<file path="config.mk">
export PLATFORM = sky130hd
export DESIGN_NAME = dual_neg_bridge
export DESIGN_NICKNAME = d
export VERILOG_FILES = /design/src/rtl/dnb_pkg.sv /design/src/rtl/dnb_abil_store.sv /design/src/rtl/dnb_window.sv /design/src/rtl/dnb_fsm.sv /design/src/rtl/dual_neg_bridge.sv
export SDC_FILE = /design/constraint.sdc
export NUM_CORES = 1
export LEC_CHECK = 0
export BUFFER_PORTS_ARGS = -buffer_cell sky130_fd_sc_hd__clkbuf_2
export CORE_ASPECT_RATIO = 0.5
export CORE_UTILIZATION = 53
export CTS_BUF_LIST = sky130_fd_sc_hd__clkbuf_16
export DETAILED_ROUTE_END_ITERATION = 10
export PLACE_DENSITY = 0.81
export SLEW_MARGIN = 20
export SYNTH_ARGS = -nofsm -noshare
export SYNTH_HDL_FRONTEND = slang
export SYNTH_HIERARCHICAL = 1
export SYNTH_SLANG_ARGS = --single-unit
</file>
<file path="constraint.sdc">
create_clock -name clk -period 2.2 [get_ports clk]
set_input_delay 0.44 -clock clk [delete_from_list [all_inputs] [get_ports clk]]
set_output_delay 0.44 -clock clk [all_outputs]
set_load 0.005 [all_outputs]
</file>
<file path="src/rtl/dnb_pkg.sv">
package dnb_pkg;

  typedef enum logic [2:0] {
    ST_RESET      = 3'd0,
    ST_WAIT_LINE  = 3'd1,
    ST_WAIT_HOST  = 3'd2,
    ST_BYP_TIMER  = 3'd3,
    ST_BYPASS     = 3'd4,
    ST_LINK_OK    = 3'd5
  } dnb_state_e;

  function automatic logic ack_state(input dnb_state_e s);
    return (s == ST_WAIT_HOST) || (s == ST_BYP_TIMER) || (s == ST_LINK_OK);
  endfunction

  function automatic logic traffic_state(input dnb_state_e s);
    return (s == ST_LINK_OK) || (s == ST_BYPASS);
  endfunction

endpackage

</file>
<file path="src/rtl/dnb_abil_store.sv">
module dnb_abil_store #(
  parameter int unsigned   ABIL_W   = 16,
  parameter logic [ABIL_W-1:0] DEF_ABIL = '0
) (
  input  logic              clk,
  input  logic              rst_n,
  input  logic              cfg_valid,
  input  logic [ABIL_W-1:0] cfg_abil,
  input  logic              sw_clear,
  input  logic              snap,
  output logic [ABIL_W-1:0] line_adv
);

  logic [ABIL_W-1:0] stored_q;
  logic [ABIL_W-1:0] stored_d;
  logic [ABIL_W-1:0] adv_q;

  // newest abilities, including a word or a clear arriving this cycle
  always_comb begin
    if (sw_clear)       stored_d = DEF_ABIL;
    else if (cfg_valid) stored_d = cfg_abil;
    else                stored_d = stored_q;
  end

  always_ff @(posedge clk) begin
    if (!rst_n) begin
      stored_q <= DEF_ABIL;
      adv_q    <= DEF_ABIL;
    end else begin
      stored_q <= stored_d;
      if (snap) adv_q <= stored_d;
    end
  end

  assign line_adv = adv_q;

  // a software clear always leaves the default behind
  p_clear_default_r8: assert property (@(posedge clk) disable iff (!rst_n)
    (sw_clear && snap) |=> (line_adv == DEF_ABIL));

endmodule

</file>
<file path="src/rtl/dnb_window.sv">
module dnb_window #(
  parameter int unsigned WIN_CYC = 25_000_000
) (
  input  logic clk,
  input  logic rst_n,
  input  logic run,
  input  logic qual,
  output logic expired
);

  localparam int unsigned CW = (WIN_CYC > 2) ? $clog2(WIN_CYC) : 1;
  localparam logic [CW-1:0] LAST = CW'(WIN_CYC - 1);

  logic [CW-1:0] cnt_q;

  always_ff @(posedge clk) begin
    if (!rst_n) begin
      cnt_q <= '0;
    end else if (!run || !qual) begin
      cnt_q <= '0;
    end else if (cnt_q != LAST) begin
      cnt_q <= cnt_q + CW'(1);
    end
  end

  assign expired = run && qual && (cnt_q == LAST);

  // a disqualifying cycle always restarts the window
  p_win_restart_r5: assert property (@(posedge clk) disable iff (!rst_n)
    (!qual) |=> (!expired || (WIN_CYC < 2)));

endmodule

</file>
<file path="src/rtl/dnb_fsm.sv">
module dnb_fsm
  import dnb_pkg::*;
#(
  parameter int unsigned ABIL_W = 16
) (
  input  logic              clk,
  input  logic              rst_n,
  input  logic              restart_req,
  input  logic              host_cfg_valid,
  input  logic [ABIL_W-1:0] host_cfg_abil,
  input  logic              host_idle,
  input  logic              host_sync,
  input  logic              host_an_done,
  input  logic              line_link_up,
  input  logic [ABIL_W-1:0] line_partner_abil,
  input  logic [ABIL_W-1:0] line_adv,
  input  logic              bypass_en,
  input  logic              win_expired,
  output logic              win_run,
  output logic              win_qual,
  output logic              snap,
  output logic [ABIL_W-1:0] host_adv,
  output logic              host_ack,
  output logic              line_restart,
  output logic              bypass_active,
  output logic              data_en
);

  dnb_state_e state_q, state_d;

  always_comb begin
    state_d = state_q;
    if (restart_req) begin
      state_d = ST_RESET;
    end else begin
      unique case (state_q)
        ST_RESET: state_d = ST_WAIT_LINE;
        ST_WAIT_LINE: begin
          if (host_cfg_valid && (host_cfg_abil != line_adv))
            state_d = ST_RESET;
          else if (line_link_up)
            state_d = bypass_en ? ST_BYP_TIMER : ST_WAIT_HOST;
        end
        ST_WAIT_HOST: begin
          if (!line_link_up)                   state_d = ST_RESET;
          else if (host_an_done && host_sync)  state_d = ST_LINK_OK;
          else if (bypass_en)                  state_d = ST_BYP_TIMER;
        end
        ST_BYP_TIMER: begin
          if (!line_link_up)                   state_d = ST_RESET;
          else if (host_an_done && host_sync)  state_d = ST_LINK_OK;
          else if (!bypass_en)                 state_d = ST_WAIT_HOST;
          else if (win_expired)                state_d = ST_BYPASS;
        end
        ST_BYPASS: begin
          if (!line_link_up || !host_sync)     state_d = ST_RESET;
          else if (host_cfg_valid)             state_d = ST_BYP_TIMER;
        end
        ST_LINK_OK: begin
          if (!line_link_up || !host_sync)     state_d = ST_RESET;
        end
        default: state_d = ST_RESET;
      endcase
    end
  end

  always_ff @(posedge clk) begin
    if (!rst_n) state_q <= ST_RESET;
    else        state_q <= state_d;
  end

  assign snap          = (state_d == ST_RESET);
  assign win_run       = (state_q == ST_BYP_TIMER);
  assign win_qual      = host_idle && host_sync && !host_cfg_valid;
  assign host_ack      = ack_state(state_q);
  assign host_adv      = (ack_state(state_q) || state_q == ST_BYPASS) ? line_partner_abil : '0;
  assign line_restart  = (state_q == ST_RESET);
  assign bypass_active = (state_q == ST_BYPASS);
  assign data_en       = traffic_state(state_q);

  // a down line withholds acknowledge and abilities on the next cycle
  p_hold_ack_r1: assert property (@(posedge clk) disable iff (!rst_n)
    (!line_link_up) |=> (!host_ack && host_adv == '0 && !data_en));

  // the restart pulse lasts one cycle unless a new request arrives
  p_restart_pulse_r9: assert property (@(posedge clk) disable iff (!rst_n)
    (line_restart && !restart_req &&
     !(host_cfg_valid && host_cfg_abil != line_adv)) |=> !line_restart);

  // no bypass entry while it is disallowed
  p_no_bypass_r6: assert property (@(posedge clk) disable iff (!rst_n)
    (!bypass_en && !bypass_active) |=> !bypass_active);

  // a configuration word ends bypass
  p_cfg_leaves_bypass_r10: assert property (@(posedge clk) disable iff (!rst_n)
    (bypass_active && host_cfg_valid) |=> !bypass_active);

endmodule

</file>
<file path="src/rtl/dual_neg_bridge.sv">
module dual_neg_bridge #(
  parameter int unsigned       ABIL_W   = 16,
  parameter int unsigned       WIN_CYC  = 25_000_000,
  parameter logic [ABIL_W-1:0] DEF_ABIL = 16'h01A0
) (
  input  logic              clk,
  input  logic              rst_n,
  input  logic              host_cfg_valid,
  input  logic [ABIL_W-1:0] host_cfg_abil,
  input  logic              host_idle,
  input  logic              host_sync,
  input  logic              host_an_done,
  input  logic              line_link_up,
  input  logic [ABIL_W-1:0] line_partner_abil,
  input  logic              sw_reset,
  input  logic              an_restart,
  input  logic              pwr_up_cmd,
  input  logic              bypass_en,
  output logic [ABIL_W-1:0] host_adv,
  output logic              host_ack,
  output logic [ABIL_W-1:0] line_adv,
  output logic              line_restart,
  output logic              bypass_active,
  output logic              data_en
);

  logic restart_req;
  logic snap;
  logic win_run, win_qual, win_expired;

  assign restart_req = sw_reset || an_restart || pwr_up_cmd;

  dnb_abil_store #(.ABIL_W(ABIL_W), .DEF_ABIL(DEF_ABIL)) u_store (
    .clk      (clk),
    .rst_n    (rst_n),
    .cfg_valid(host_cfg_valid),
    .cfg_abil (host_cfg_abil),
    .sw_clear (sw_reset),
    .snap     (snap),
    .line_adv (line_adv)
  );

  dnb_window #(.WIN_CYC(WIN_CYC)) u_win (
    .clk    (clk),
    .rst_n  (rst_n),
    .run    (win_run),
    .qual   (win_qual),
    .expired(win_expired)
  );

  dnb_fsm #(.ABIL_W(ABIL_W)) u_fsm (
    .clk              (clk),
    .rst_n            (rst_n),
    .restart_req      (restart_req),
    .host_cfg_valid   (host_cfg_valid),
    .host_cfg_abil    (host_cfg_abil),
    .host_idle        (host_idle),
    .host_sync        (host_sync),
    .host_an_done     (host_an_done),
    .line_link_up     (line_link_up),
    .line_partner_abil(line_partner_abil),
    .line_adv         (line_adv),
    .bypass_en        (bypass_en),
    .win_expired      (win_expired),
    .win_run          (win_run),
    .win_qual         (win_qual),
    .snap             (snap),
    .host_adv         (host_adv),
    .host_ack         (host_ack),
    .line_restart     (line_restart),
    .bypass_active    (bypass_active),
    .data_en          (data_en)
  );

  // the line advertisement moves only together with a restart pulse
  p_adv_on_restart_r2: assert property (@(posedge clk) disable iff (!rst_n)
    !$stable(line_adv) |-> line_restart);

  // traffic needs the line link in the previous cycle
  p_traffic_links_r4: assert property (@(posedge clk) disable iff (!rst_n)
    data_en |-> $past(line_link_up));

  // bypass is entered only after an idle-only cycle
  p_bypass_idle_r5: assert property (@(posedge clk) disable iff (!rst_n)
    $rose(bypass_active) |-> ($past(host_idle) && !$past(host_cfg_valid)));

  // losing the line while passing traffic restarts at once
  p_loss_restart_r7: assert property (@(posedge clk) disable iff (!rst_n)
    (data_en && !line_link_up) |=> line_restart);

endmodule

</file>
==> impl_metrics.env <==
export IMPL_finalHoldViolCount=0
export IMPL_syn_nets=374
export IMPL_avgSynthCellArea_sq_um=9.18
export IMPL_dieArea_sq_um=6040
export IMPL_status="finished, final reports clean"
export IMPL_path_cells="ha_2, nand2_1, or3_1, nor2_2, and3_1, a21bo_2, a21oi_1, o311ai_2, o31ai_1"
export IMPL_first_iter_violations=255
export IMPL_drtAntennaViolNets=0
export IMPL_finalSetupViolCount=0
export IMPL_grt_usage_pct=25.2
export IMPL_io_pins=79
export IMPL_synth_edf_count=0
export IMPL_numPortBuffers=78
export IMPL_min_path_type="primary input to register"
export IMPL_crit_arrival_ns=2.27
export IMPL_grt_pass1_wl_um=11900
export IMPL_first_pass_iters=6
export IMPL_synth_cell_area_sq_um=3030
export IMPL_cpMaxStageDelayCell="or3_1"
export IMPL_critPathKind="register to register"
export IMPL_relSlewSlack_pct=64.0
export IMPL_via_per_inst=5.75
export IMPL_ys_flop_type="dfxtp_1"
export IMPL_fin_skew_ns=0.00817
export IMPL_cp_end_kind="register"
export IMPL_die_h_um=55.5
export IMPL_gp_congestion=0.856
export IMPL_drc=0
export IMPL_seq_area_frac_synth_pct=39.7
export IMPL_ys_warn_count=6
export IMPL_path_clk_slew_ns=0.05
export IMPL_drv_cap=0
export IMPL_root_buffer="clkbuf_16"
export IMPL_via_count=2844
export IMPL_critPathTopFamily="simple AND/OR/NAND/NOR gates"
export IMPL_critical_path_max_stage_delay_ns=0.39
export IMPL_irDropWorstVdd_uv=538
export IMPL_initial_core_util_pct=55.2
export IMPL_wl_um=7250
export IMPL_fin_util_pct=70.4
export IMPL_yosysUniqueCellTypes=56
export IMPL_ys_async_sr_fraction_pct=0
export IMPL_final_nets=461
export IMPL_worst_setup_path_start_kind="register"
export IMPL_cts_sinks=60
export IMPL_clk_path_buf_depth=2
export IMPL_worstSkewPairLatency_ns=0.33
export IMPL_syn_inst=330
export IMPL_placed_area_sq_um=3520
export IMPL_htreeDepth=3
export IMPL_placementRows=19
export IMPL_coreArea_sq_um=5490
export IMPL_ys_ff_latch=60
export IMPL_period_minus_slack_ns=2.07
export IMPL_final_period_utilization_pct=94.1
export IMPL_tightest_slew_ns=0.539
export IMPL_cts_tree="yes"
export IMPL_drive_gt1_share_pct=28.9
export IMPL_stdcell_area_sq_um=3860
export IMPL_overflow=0
export IMPL_cellLeakagePower_uw=0.00159
export IMPL_hpwl_um=5160
export IMPL_grt_max_degree=20
export IMPL_die_w_um=109
export IMPL_grt_pass1_vias=2625
export IMPL_cp_required_ns=2.40
export IMPL_slew_viol_final=0
export IMPL_max_freq_mhz=483
export IMPL_antenna_found_initial=0
export IMPL_cp_max_fo=4
export IMPL_areaGrowthSynthToFinish_pct=27.6
export IMPL_routedWlPerCell_um=14.6
export IMPL_worst_path_buf_inv=0
export IMPL_p_per_area_nw_per_um2=718
export IMPL_antennaDiodeCount=0
export IMPL_cts_buffers=9
==> area by class of cell <==
class / instances / area [sq um]
clock buffers: 9 / 225
clock inverters: 7 / 92.6
fillers: 409 / 1630
inverters: 5 / 18.8
multi-input cells: 251 / 1740
flip-flops and latches: 60 / 1200
well taps: 73 / 91.3
repair buffers: 90 / 493
==> worst paths after layout <==
path / from / end / slack, ns / cells past startpoint
worst max-delay path: u_win/cnt_q[1] / u_fsm/state_q[0] / 0.13 / 9
worst min-delay path: host_cfg_abil[7] / u_store/stored_q[7] / 0.41 / 3
worst max register to register: u_win/cnt_q[1] / u_fsm/state_q[0] / 0.13 / 9
worst min register to register: u_win/cnt_q[21] / u_win/cnt_q[21] / 0.49 / 2
==> cell usage after synthesis (3+ instances only) <==
cell        n  area share, %
dfxtp_1    60             40
nand2_1    24            3.0
nor2_1     24            3.0
and2_1     20            4.1
mux2i_1    20            6.6
xor2_1     16            4.6
a21oi_1    15            2.5
o2bb2ai_1  13            3.8
nand3_1    12            2.0
o21ai_0     9            1.5
nor3_1      8            1.3
nand2b_1    7            1.4
nand4_1     6            1.2
o31ai_1     6            1.5
or3_1       6            1.2
xnor2_1     6            1.7
and3_1      5            1.0
clkbuf_1    5           0.62
inv_1       5           0.62
or4_1       5            1.2
buf_2       4           0.66
nor4_1      4           0.83
a21o_1      3           0.74
a2bb2oi_1   3           0.87
nor4_4      3            2.1
==> cells by family after synthesis <==
logic type	after synthesis	synth area share, %
compound gates	65	15.2
xor+xnor	22	6.36
fa+ha+maj	1	0.413
buf+inv	19	3.68
flops	60	39.7
mux	20	6.61
simple gates	143	28.1
==> worst min-delay path, delay by kind of cell <==
| kind | cells | cell delay [ns] |
|---|---|---|
| buffers and inverters | 1 | 0.09 |
| muxes | 1 | 0.08 |
| and+or+nand+nor | 1 | 0.08 |
==> metal layers <==
layer,share of wire [%],global-route usage (%),up-vias
met3,6.9,8.50,12
met4,1.0,9.65,0
met2,50,39.8,113
met1,42,31.6,1338
li1,-,-,1381
met5,0,0,-
==> flip-flops by register name, indices dropped and copies added, names as in the netlist <==
signal,flops
u_win/cnt_q,25
u_store/stored_q,16
u_fsm/state_q,3
u_store/line_adv,16
==> cells in the final DEF, fill, tap and decap left out, types with 6 or more instances in the layout <==
master	n
clkbuf_2	78
dfxtp_1	58
nand2_1	24
nor2_1	23
and2_1	20
mux2i_1	20
xor2_1	16
a21oi_1	15
o2bb2ai_1	13
nand3_1	12
buf_4	11
clkbuf_16	9
o21ai_0	9
nor3_1	8
nand2b_1	7
or3_1	6
inv_1	6
nand4_1	6
o31ai_1	6
xnor2_1	6
==> power by group <==
| group | total, uW | switching (uW) | internal, uW |
|---|---|---|---|
| Clock | 1480 | 490 | 985 |
| Sequential | 1120 | 12.5 | 1110 |
| Combinational | 179 | 94.9 | 83.8 |
==> repair_timing <==
| item | in CTS | in global routing |
|---|---|---|
| setup buffers | 0 | 0 |
| endpoints found under the setup margin | 0 | 6 |
| resized for setup | 0 | 7 |
| hold buffers | 0 | 0 |
==> stage by stage <==
step                      TNS [ns]  setup WS (ns)  cells  total power (uW)  hold WS [ns]
after floorplan                  0          0.195    330              1240         0.438
after global placement           0          0.210    479              1310         0.450
after detailed placement         0         0.0964    479              1320         0.478
after CTS                        0         0.0809    495              2800         0.396
after global routing       -0.0222        -0.0222    495              2880         0.411
final                            0          0.129    495              2770         0.405
Note: power is estimated with default switching activity, not from simulation.
